===== src/rtl/adc_seq_pkg.sv =====
package adc_seq_pkg;
  localparam int CTL_W    = 4;
  localparam int CTL_DIFF = 0;
  localparam int CTL_LAST = 1;
  localparam int CTL_IE   = 2;
  localparam int CTL_TEMP = 3;

  typedef enum logic [1:0] {
    ST_IDLE,
    ST_ISSUE,
    ST_WAIT,
    ST_WRITE
  } seq_state_t;
endpackage


===== src/rtl/seq_trigger.sv =====
module seq_trigger (
  input  logic clk,
  input  logic rst_n,
  input  logic en,
  input  logic idle,
  input  logic sw_start,
  input  logic sync_hold,
  input  logic sync_go,
  output logic launch
);
  logic pend_q;

  assign launch = idle && en && ((sw_start && !sync_hold) || (sync_go && pend_q));

  always_ff @(posedge clk or negedge rst_n) begin
    if (!rst_n)                          pend_q <= 1'b0;
    else if (!en || launch)              pend_q <= 1'b0;
    else if (idle && sw_start && sync_hold) pend_q <= 1'b1;
  end


  held_no_launch_chk: assert property (@(posedge clk) disable iff (!rst_n)
    (sw_start && sync_hold && !pend_q) |-> !launch);


  disabled_no_launch_chk: assert property (@(posedge clk) disable iff (!rst_n)
    !en |-> !launch);
endmodule


===== src/rtl/seq_slot_decode.sv =====
module seq_slot_decode #(
  parameter int NSLOT     = 8,
  parameter int SELW      = 4,
  parameter logic [SELW-1:0] TEMP_CODE = '1,
  localparam int CW  = adc_seq_pkg::CTL_W,
  localparam int SLW = $clog2(NSLOT)
) (
  input  logic [NSLOT*SELW-1:0] cfg_sel,
  input  logic [NSLOT*CW-1:0]   cfg_ctl,
  input  logic [SLW-1:0]        slot,
  output logic [SELW-1:0]       sel,
  output logic                  diff,
  output logic                  last,
  output logic                  ie
);
  import adc_seq_pkg::*;

  logic [SELW-1:0] sel_a [NSLOT];
  logic [CW-1:0]   ctl_a [NSLOT];

  for (genvar g = 0; g < NSLOT; g++) begin : g_unpack
    assign sel_a[g] = cfg_sel[g*SELW +: SELW];
    assign ctl_a[g] = cfg_ctl[g*CW +: CW];
  end

  logic [CW-1:0] ctl_cur;
  assign ctl_cur = ctl_a[slot];

  always_comb begin
    sel  = ctl_cur[CTL_TEMP] ? TEMP_CODE : sel_a[slot];
    diff = ctl_cur[CTL_DIFF];
    ie   = ctl_cur[CTL_IE];
    last = ctl_cur[CTL_LAST] || (slot == SLW'(NSLOT-1));
  end
endmodule


===== src/rtl/seq_result_stage.sv =====
module seq_result_stage #(
  parameter int NSLOT = 8,
  parameter int DATW  = 12,
  localparam int SLW  = $clog2(NSLOT)
) (
  input  logic             clk,
  input  logic             rst_n,
  input  logic             capture,
  input  logic [DATW-1:0]  data_in,
  input  logic [SLW-1:0]   slot_in,
  input  logic             ie_in,
  output logic             res_valid,
  input  logic             res_ready,
  output logic [DATW-1:0]  res_data,
  output logic [SLW-1:0]   res_slot,
  output logic             accept,
  output logic [NSLOT-1:0] irq_pulse
);
  logic ie_q;

  assign accept = res_valid && res_ready;

  always_ff @(posedge clk or negedge rst_n) begin
    if (!rst_n) begin
      res_valid <= 1'b0;
      res_data  <= '0;
      res_slot  <= '0;
      ie_q      <= 1'b0;
    end else if (capture) begin
      res_valid <= 1'b1;
      res_data  <= data_in;
      res_slot  <= slot_in;
      ie_q      <= ie_in;
    end else if (accept) begin
      res_valid <= 1'b0;
    end
  end

  for (genvar g = 0; g < NSLOT; g++) begin : g_irq
    assign irq_pulse[g] = accept && ie_q && (res_slot == SLW'(g));
  end


  hold_under_stall_chk: assert property (@(posedge clk) disable iff (!rst_n)
    (res_valid && !res_ready) |=> (res_valid && $stable(res_data) && $stable(res_slot)));


  irq_single_chk: assert property (@(posedge clk) disable iff (!rst_n)
    $onehot0(irq_pulse));


  irq_on_transfer_chk: assert property (@(posedge clk) disable iff (!rst_n)
    (|irq_pulse) |-> (res_valid && res_ready));
endmodule


===== src/rtl/adc_seq_ctrl.sv =====
module adc_seq_ctrl #(
  parameter int NSLOT = 8,
  parameter int SELW  = 4,
  parameter int DATW  = 12,
  parameter logic [SELW-1:0] TEMP_CODE = '1,
  localparam int CW  = adc_seq_pkg::CTL_W,
  localparam int SLW = $clog2(NSLOT)
) (
  input  logic                  clk,
  input  logic                  rst_n,
  input  logic                  seq_en,
  input  logic [NSLOT*SELW-1:0] cfg_sel,
  input  logic [NSLOT*CW-1:0]   cfg_ctl,
  input  logic                  sw_start,
  input  logic                  sync_hold,
  input  logic                  sync_go,
  output logic                  conv_start,
  output logic [SELW-1:0]       conv_sel,
  output logic                  conv_diff,
  input  logic                  conv_done,
  input  logic [DATW-1:0]       conv_data,
  output logic                  res_valid,
  input  logic                  res_ready,
  output logic [DATW-1:0]       res_data,
  output logic [SLW-1:0]        res_slot,
  output logic [NSLOT-1:0]      irq_pulse,
  output logic                  busy
);
  import adc_seq_pkg::*;

  seq_state_t     state_q, state_d;
  logic [SLW-1:0] slot_q, slot_d;
  logic           launch, accept, capture;
  logic           cur_last, cur_ie;

  seq_trigger u_trig (
    .clk       (clk),
    .rst_n     (rst_n),
    .en        (seq_en),
    .idle      (state_q == ST_IDLE),
    .sw_start  (sw_start),
    .sync_hold (sync_hold),
    .sync_go   (sync_go),
    .launch    (launch)
  );

  seq_slot_decode #(
    .NSLOT     (NSLOT),
    .SELW      (SELW),
    .TEMP_CODE (TEMP_CODE)
  ) u_dec (
    .cfg_sel (cfg_sel),
    .cfg_ctl (cfg_ctl),
    .slot    (slot_q),
    .sel     (conv_sel),
    .diff    (conv_diff),
    .last    (cur_last),
    .ie      (cur_ie)
  );

  assign capture = (state_q == ST_WAIT) && conv_done;

  seq_result_stage #(
    .NSLOT (NSLOT),
    .DATW  (DATW)
  ) u_res (
    .clk       (clk),
    .rst_n     (rst_n),
    .capture   (capture),
    .data_in   (conv_data),
    .slot_in   (slot_q),
    .ie_in     (cur_ie),
    .res_valid (res_valid),
    .res_ready (res_ready),
    .res_data  (res_data),
    .res_slot  (res_slot),
    .accept    (accept),
    .irq_pulse (irq_pulse)
  );

  always_comb begin
    state_d = state_q;
    slot_d  = slot_q;
    unique case (state_q)
      ST_IDLE:  if (launch) begin state_d = ST_ISSUE; slot_d = '0; end
      ST_ISSUE: state_d = ST_WAIT;
      ST_WAIT:  if (conv_done) state_d = ST_WRITE;
      ST_WRITE: if (accept) begin
                  if (cur_last) state_d = ST_IDLE;
                  else begin state_d = ST_ISSUE; slot_d = slot_q + 1'b1; end
                end
      default:  state_d = ST_IDLE;
    endcase
  end

  always_ff @(posedge clk or negedge rst_n) begin
    if (!rst_n) begin
      state_q <= ST_IDLE;
      slot_q  <= '0;
    end else begin
      state_q <= state_d;
      slot_q  <= slot_d;
    end
  end

  assign conv_start = (state_q == ST_ISSUE);
  assign busy       = (state_q != ST_IDLE);


  start_while_busy_chk: assert property (@(posedge clk) disable iff (!rst_n)
    conv_start |-> busy);


  start_is_strobe_chk: assert property (@(posedge clk) disable iff (!rst_n)
    conv_start |=> !conv_start);


  end_after_transfer_chk: assert property (@(posedge clk) disable iff (!rst_n)
    $fell(busy) |-> $past(res_valid && res_ready));


  no_start_in_stall_chk: assert property (@(posedge clk) disable iff (!rst_n)
    (res_valid && !res_ready) |=> !conv_start);
endmodule


===== config.mk =====
export PLATFORM = sky130hd
export DESIGN_NAME = adc_seq_ctrl
export DESIGN_NICKNAME = d
export VERILOG_FILES = /design/src/rtl/adc_seq_pkg.sv /design/src/rtl/seq_trigger.sv /design/src/rtl/seq_slot_decode.sv /design/src/rtl/seq_result_stage.sv /design/src/rtl/adc_seq_ctrl.sv
export SDC_FILE = /design/constraint.sdc
export NUM_CORES = 1
export LEC_CHECK = 0
export BUFFER_PORTS_ARGS = -buffer_cell sky130_fd_sc_hd__buf_2
export CAP_MARGIN = 10
export CORE_ASPECT_RATIO = 0.6
export CORE_MARGIN = 3
export CORE_UTILIZATION = 41
export DETAILED_ROUTE_END_ITERATION = 10
export GPL_TIMING_DRIVEN = 0
export PLACE_DENSITY = 0.8
export SYNTH_ARGS = -nofsm -noshare
export SYNTH_HDL_FRONTEND = slang
export SYNTH_SLANG_ARGS = --single-unit
export TNS_END_PERCENT = 20

===== constraint.sdc =====
create_clock -name clk -period 2.26 [get_ports clk]
set_clock_uncertainty 0.05 [all_clocks]
set_input_delay 0.113 -clock clk [delete_from_list [all_inputs] [get_ports clk]]
set_output_delay 0.113 -clock clk [all_outputs]
set_load 0.1 [all_outputs]

==> results of run 1 <==
through the flow:
step	hold WS, ns	instances	setup TNS, ns	power (W)	area (µm²)
after floorplan	-0.233	133	-1.54	0.00261	1670
after global placement	0.0642	294	0	0.00296	2300
after detailed placement	0.0729	294	0	0.00301	2300
after CTS	0.0192	299	0	0.00329	2370
after global routing	0.0148	299	0	0.00346	2390
final	0.0275	299	0	0.00328	2390
power groups by stage:
stage | combinational (W) | sequential, W | clock [W]
6_report | 0.00232 | 0.000705 | 0.000253
4_1_cts | 0.00232 | 0.000703 | 0.000266
3_3_place_gp | 0.00226 | 0.000701 | 0
2_1_floorplan | 0.000978 | 0.00163 | 0
3_5_place_dp | 0.00230 | 0.000712 | 0
5_1_grt | 0.00245 | 0.000732 | 0.000279
how the worst min path moves through the flow:
stage | endpoint | slack, ns | depth (start not counted)
after floorplan | slot_q[0] | -0.23 | 0
after global placement | u_trig.pend_q | 0.06 | 1
after detailed placement | u_trig.pend_q | 0.07 | 1
after CTS | u_res.res_data[11] | 0.02 | 2
after global routing | u_res.res_data[11] | 0.01 | 2
final | u_res.res_data[11] | 0.03 | 2
synthesized netlist by cell type, types with 3 or more instances:
cell type and n:
mux2i_1 10, mux4_2 14, ha_1 7, buf_2 3, dfrtp_1 23, o21ai_0 4
nor2_1 8, nand2_1 11, mux2_2 17, inv_1 8
final cells by class:
type	instances	area share
inverters	8	0.0126
well taps	47	0.0246
multi-input cells	96	0.430
plain buffers	6	0.0215
clock buffers	3	0.0173
flip-flops and latches	23	0.241
repair buffers	115	0.251
clock inverters	1	0.00210
kinds of logic after synthesis:
family | count (synthesis)
AO/OA/AOI/OAI | 16
adder cells (fa/ha/maj) | 7
multiplexers | 42
AND/OR/NAND/NOR | 31
flip-flops | 23
buffers and inverters | 14
routing by layer:
layer  global-route usage  part of all wire
met2                0.274              0.50
met3               0.0421             0.054
met5                    0                 0
met1                0.268              0.45
met4               0.0153                 0
registers in the layout (all words and copies together) (netlist names):
| signal | cells |
|---|---|
| slot_q | 3 |
| state_q | 2 |
| u_res.ie_q | 1 |
| u_res.res_data | 12 |
| u_res.res_slot | 3 |
| u_res.res_valid | 1 |
| u_trig.pend_q | 1 |
cells in the final DEF (no fill, tap or decap), drive strengths merged:
cell type / instances
nand2: 11
a32oi: 1
o21a: 2
nor2: 8
dlygate4sd3: 1
clkbuf: 4
o211ai: 1
clkinv: 1
buf: 119
nand4b: 1
o21ai: 4
mux4: 15
nor2b: 2
inv: 8
nor3: 2
dfrtp: 23
o22ai: 3
nand2b: 2
o221ai: 1
a21oi: 2
nand4: 1
mux2: 17
o2111ai: 1
o2111a: 1
mux2i: 10
ha: 7
and3b: 1
nand3: 1
and2: 1
nand3b: 1
repair_timing:
item	4_1_cts	5_1_grt
endpoints found under the hold margin	23	0
hold buffers	1	0
setup endpoints to repair	4	4
resized for setup	5	7
setup buffers	0	0
==> out/results.tsv, run 1 <==
metric	value	unit
# fillers	323	
total track usage	0.179	
worst r2r path cells	5	
Synth async-reset ratio	1.00	
Max Slew Vio Count	0	
Primary FF master, synth	dfrtp_1	
critical path cell sequence	buf_6, buf_8, mux4_2, mux2i_1, nand2_1, buf_6	
crit-path max cell delay	0.50	ns
Starting Density	0.435	
# clock sinks	23	
Synth top area share	0.353	
Synth Area in XOR/XNOR	0	
post-DR vias/cell	5.08	
outcome	finished, final reports clean	
# setup viols final	0	
CTS tree	built	
clock power share	0.077	
sequential share of power	0.215	
largest family of logic cells by synthesized area	multiplexers	
PortBufs	114	
Synth area leaders	dfrtp_1, mux4_2, mux2_2, mux2i_1, ha_1	
CP startpoint kind	flop	
drt pass-1 iters	4	
layout net count	344	
initial antenna violation count	0	
critical-path maximum fanout	10	
Worst Setup End Kind	primary output	
row count	17	
Clock Tree Root	clkbuf_8	
hold path start	conv_data[11]	
# diodes	0	
Post-Synth Simple-Gate Area	0.0914	
synth unique cells	32	
worst path bufs/invs	3	
Slowest cell on crit path	mux4_2	
sequential area share after synthesis	0.353	
Die Y	54.8	µm
Reg area	576	µm²
Post-Syn Area	1630	µm²
die area	4790	µm²
cell family with most CP delay	multiplexers	
Area Overhead vs Synth	46.5	%
Worst EP arrival	1.98	ns
FF-to-FF setup slack	0.25	ns
Core Area	3740	µm²
CP Depth	6	
maxcap violations	0	
vias in the first global route	1320	
PD cells	1370	nW/µm²
global-route wire length before repair	6440	µm
Power Internal	0.00130	W
# IOs	115	
htree depth	1	
Final min period	2.14	ns
Remaining Overflow, GRT	0	
Max Freq	467	MHz
leakage	1.16	nW
P_sw	0.00198	W
slew margin rel.	0.655	
RSZ-0062 raised after global routing	false	
Final period util	0.947	
Avg Cell Area, Syn	12.2	µm²
drt drc	0	
end of the worst register-to-register path	u_res.res_data[9]	
Comb power frac	0.708	
CP endpoint	conv_sel[1]	
crit path from	slot_q[0]	
final core utilization	0.638	
largest net degree at the start of global routing	24	
Iteration-0 DRC Markers	35	
syn nets	224	
post-DP HPWL	3850	µm
Critical Setup Path Class	flop to primary output	
post-synthesis adder-cell area fraction	0.0538	
Worst Hold Class	input pin to flop	
WL final	4480	µm
Slew @ Worst Pin	0.518	ns
Sw Ratio	0.603	
die width	87.4	µm
flop and latch count out of synthesis	23	
layout cells sized above 1	0.655	
Synth Warn #	0	
worst r2r src	state_q[0]	
number of flops mapped to enable cells by yosys	0	
final hold violation count	0	
most used cell, CP	buf_6	
CTS max path bufs	2	
data required time at the worst endpoint	2.10	ns
gate count of the mapped netlist	133	
cell taking the most area after synthesis	dfrtp_1	
Post-DRT Antenna Nets	0	
routed len/inst	15.0	µm
routed vias	1519	
Compound-Gate Fraction of Synth Area	0.0714	
final weighted congestion in routability-driven placement	0.783	
DP Worst Slack	0.0933	ns
clk slew on worst S/H paths	0.08	ns
multi-input logic area	1030	µm²
setup slack after layout	0.120	ns
Worst-Skew Late Latency	0.26	ns
CTS Buf Count	3	
post-synthesis mux area share	0.389	
Max VDD drop	0.00154	V
No activity file was read; power rests on OpenSTA's default activity.
==> run 2, diff against run 1 <==
ABC_AREA = 1   (was not set)
CORE_UTILIZATION = 42   (was 41)
==> out/results.tsv, run 2 <==
metric	value	unit
commonest cells after routing, fill and taps aside	buf_2, nand2_1, nor2_1	
Worst EP arrival	1.99	ns
met1 usage	0.276	
Avg Cell Area, Syn	6.51	µm²
Primary FF master, synth	dfrtp_1	
Final Hold Slack	0.00122	ns
drt pass-1 iters	5	
Final period util	0.953	
CTS Buf Count	3	
max reg flops	12	
Iteration-0 DRC Markers	84	
WL final	5780	µm
grt met2 use	0.362	
Worst Hold Class	input pin to flop	
CTS tree	built	
Slew @ Worst Pin	0.525	ns
Top reg by flops	u_res.res_data	
Critical Setup Path Class	flop to primary output	
Core Area	3850	µm²
final hold violation count	0	
Max Freq	464	MHz
Synth async-reset ratio	1.00	
Commonest cells post-synth	nand2_1, nor2_1, o21ai_0	
commonest non-fill, non-tap cell in the layout	buf_2	
Final min period	2.15	ns
# IOs	115	
most common cell in the netlist	nand2_1	
RSZ-0062 raised after global routing	false	
cell taking the most area after synthesis	dfrtp_1	
post-DR vias/cell	4.86	
Starting Density	0.456	
setup slack after layout	0.107	ns
# setup viols final	0	
Synth Warn #	0	
maxcap violations	0	
drt drc	0	
setup TNS	0	ns
synth unique cells	21	
data required time at the worst endpoint	2.10	ns
row count	17	
layout cells sized above 1	0.378	
Max Slew Vio Count	0	
syn nets	361	
PD cells	1570	nW/µm²
flop and latch count out of synthesis	23	
number of flops mapped to enable cells by yosys	0	
die width	89.5	µm
Worst Setup End Kind	primary output	
Clock Tree Root	clkbuf_8	
biggest regs	u_res.res_data (12), slot_q (3), u_res.res_slot (3)	
Remaining Overflow, GRT	0	
global-route wire length before repair	8620	µm
layout net count	486	
initial antenna violation count	0	
final core utilization	0.659	
GR Util met3	0.0459	
routed len/inst	12.8	µm
PortBufs	114	
sequential area share after synthesis	0.328	
CTS max path bufs	2	
# fillers	380	
htree depth	1	
CP startpoint kind	flop	
final weighted congestion in routability-driven placement	0.806	
vias in the first global route	2004	
Synth top area share	0.328	
Area Overhead vs Synth	44.4	%
die area	5020	µm²
# clock sinks	23	
routed vias	2191	
gate count of the mapped netlist	270	
busiest layer in global routing	met2	
total track usage	0.214	
largest net degree at the start of global routing	24	
# diodes	0	
clk slew on worst S/H paths	0.08	ns
post-DP HPWL	4560	µm
Post-Syn Area	1760	µm²
critical-path maximum fanout	10	
outcome	finished, final reports clean	
Die Y	56.1	µm
Post-DRT Antenna Nets	0	
Worst-Skew Late Latency	0.26	ns
Synth area leaders	dfrtp_1, nand2_1, nor2_1, o21ai_0, ha_1	
Max VDD drop	0.000850	V
DP Worst Slack	0.355	ns
slew margin rel.	0.650	
leakage	1.47	nW
[run 2: per-stage QoR]
stage               std cells  power, W  instance area [µm²]
floorplan                 270   0.00313                 1780
global placement          441   0.00362                 2420
detailed placement        441   0.00368                 2420
CTS                       451   0.00394                 2520
global route              451   0.00421                 2540
finish                    451   0.00398                 2540
[run 2: area by class of cell]
class | instances | area, µm² | share of cell area
flip-flops and latches | 23 | 576 | 0.227
well taps | 57 | 71.3 | 0.0281
multi-input cells | 207 | 996 | 0.393
clock buffers | 4 | 45.0 | 0.0178
inverters | 26 | 103 | 0.0405
repair buffers | 120 | 643 | 0.254
plain buffers | 14 | 103 | 0.0405
[run 2: timing repair]
action | CTS | global route
hold buffers | 6 | 0
endpoints found under the hold margin | 28 | 0
setup buffers | 0 | 0
endpoints found under the setup margin | 0 | 5
gates resized for setup | 0 | 5
[run 2: layer usage]
metal | vias to the layer above | share of wire | wire [µm]
met5 | - | 0 | 0
met4 | 0 | 0.010 | 60
met3 | 8 | 0.078 | 449
met2 | 85 | 0.47 | 2720
met1 | 989 | 0.44 | 2550
li1 | 1109 | - | -
[run 2: where the power goes]
part           switching (W)  internal, W
clock               0.000131     0.000126
combinational        0.00236     0.000680
sequential          0.000103     0.000575
total                0.00259      0.00138
[run 2: path summary, 6_finish.rpt]
check                             startpoint                 to  slack (ns)  depth (start not counted)
min in group asynchronous              rst_n  u_res.res_data[8]        0.32                          2
setup reg to reg                  state_q[0]         state_q[0]        0.51                         11
max in group asynchronous              rst_n         state_q[0]        1.49                          2
hold / removal                  conv_data[3]  u_res.res_data[3]       0.001                          3
setup / recovery                   slot_q[1]        conv_sel[2]        0.11                          8
hold reg to reg            u_res.res_data[1]  u_res.res_data[1]        0.44                          2
[run 2: logic make-up after synthesis]
family	synth area share
simple gates	0.338
compound gates	0.167
buf+inv	0.117
flops	0.328
fa+ha+maj	0.0499
[run 2: critical path: stages (launching register included)]
cell and delay [ns]:
dfrtp_1 0.41, buf_6 0.15, inv_2 0.13, buf_2 0.23
o21ai_0 0.15, o22ai_1 0.13, nand2_1 0.08, nand3_1 0.10
clkbuf_4 0.33
==> run 3, diff against run 2 <==
CTS_BUF_LIST = sky130_fd_sc_hd__clkbuf_16   (was not set)
SKIP_CTS_REPAIR_TIMING = 1   (was not set)
==> out/results.tsv, run 3 (synthesis gave the netlist of run 2 again) <==
metric	value	unit
die width	89.5	µm
PortBufs	114	
Comb power frac	0.742	
Final period util	0.952	
P_sw	0.00260	W
# setup viols final	0	
PD cells	1620	nW/µm²
drt pass-1 iters	4	
Max Slew Vio Count	0	
Remaining Overflow, GRT	0	
Starting Density	0.456	
final core utilization	0.654	
maxcap violations	0	
CTS Buf Count	3	
DP Worst Slack	0.355	ns
Worst Hold Class	input pin to flop	
met3 wire length	506	µm
setup TNS	0	ns
global-route wire length before repair	8480	µm
commonest non-fill, non-tap cell in the layout	buf_2	
DR top layer	met4	
Slew @ Worst Pin	0.518	ns
final weighted congestion in routability-driven placement	0.806	
clk slew on worst S/H paths	0.06	ns
Sw Ratio	0.637	
Max VDD drop	0.000844	V
Area Overhead vs Synth	43.3	%
Max Freq	465	MHz
final hold violation count	0	
Final min period	2.15	ns
critical-path maximum fanout	10	
clock power share	0.092	
biggest regs	u_res.res_data (12), slot_q (3), u_res.res_slot (3)	
Top reg by flops	u_res.res_data	
sequential share of power	0.166	
leakage	1.47	nW
# diodes	0	
post-DR vias/cell	4.90	
setup slack after layout	0.109	ns
Power Internal	0.00148	W
layout net count	481	
layout cells sized above 1	0.383	
# IOs	115	
Critical Setup Path Class	flop to primary output	
Die Y	56.1	µm
Post-DRT Antenna Nets	0	
largest net degree at the start of global routing	24	
slew margin rel.	0.654	
drt drc	0	
row count	17	
htree depth	1	
Iteration-0 DRC Markers	95	
CTS tree	built	
Metal-1 WL	2450	µm
Clock Tree Root	clkbuf_16	
total track usage	0.209	
routed len/inst	12.7	µm
Worst Setup End Kind	primary output	
commonest cells after routing, fill and taps aside	buf_2, nand2_1, nor2_1	
Non-Filler Instances	446	
max reg flops	12	
routed vias	2186	
Placed Cells incl. Taps	441	
die area	5020	µm²
# clock sinks	23	
Core Area	3850	µm²
RSZ-0062 raised after global routing	false	
data required time at the worst endpoint	2.10	ns
Worst-Skew Late Latency	0.25	ns
CTS max path bufs	2	
initial antenna violation count	0	
WL final	5660	µm
Worst EP arrival	1.99	ns
outcome	finished, final reports clean	
vias in the first global route	1983	
routed wl met2	2660	µm
CP startpoint kind	flop	
post-DP HPWL	4560	µm
## run 3: stage by stage
stage               instance area, µm²  total power, W  hold slack, ns
finish                            2520         0.00408         0.00228
global route                      2520         0.00432          0.0202
CTS                               2500         0.00406          -0.203
detailed placement                2420         0.00368          0.0698
global placement                  2420         0.00362          0.0574
floorplan                         1780         0.00313          -0.233
## run 3: path summary, 6_finish.rpt
kind | from | end | slack (ns) | depth (start not counted)
worst max-delay path | slot_q[1] | conv_sel[1] | 0.11 | 8
worst min-delay path | conv_data[8] | u_res.res_data[8] | 0.002 | 3
worst max register to register | state_q[0] | state_q[0] | 0.51 | 11
worst min register to register | u_res.res_data[1] | u_res.res_data[1] | 0.43 | 2
max in group asynchronous | rst_n | u_res.res_data[0] | 1.48 | 2
min in group asynchronous | rst_n | u_res.res_data[4] | 0.33 | 2
## run 3: critical path, stage by stage, from the launching register on
cell,delay [ns]
dfrtp_1,0.40
buf_6,0.15
inv_2,0.13
buf_2,0.23
o21ai_0,0.11
o22ai_1,0.13
nand2_1,0.07
nand3_1,0.08
buf_2,0.43
## run 3: area by class of cell
class | count | area, µm²
sequential | 23 | 576
clock inverter | 1 | 3.75
tap | 57 | 71.3
fill | 371 | 1330
timing repair buffer | 115 | 591
inverter | 26 | 103
buffer | 14 | 103
multi-input combinational | 207 | 996
clock buffer | 3 | 75.1
## run 3: power by group through the flow
| stage | clock (W) | sequential, W | combinational [W] |
|---|---|---|---|
| floorplan | 0 | 0.00152 | 0.00161 |
| global placement | 0 | 0.000677 | 0.00295 |
| detailed placement | 0 | 0.000685 | 0.00299 |
| CTS | 0.000381 | 0.000679 | 0.00300 |
| global route | 0.000399 | 0.000696 | 0.00323 |
| finish | 0.000376 | 0.000679 | 0.00303 |
## run 3: per-layer routing
layer | vias up | global-route usage
met4 | 0 | 0.0361
li1 | 1104 | -
met1 | 984 | 0.275
met2 | 92 | 0.350
met3 | 6 | 0.0503
met5 | - | 0
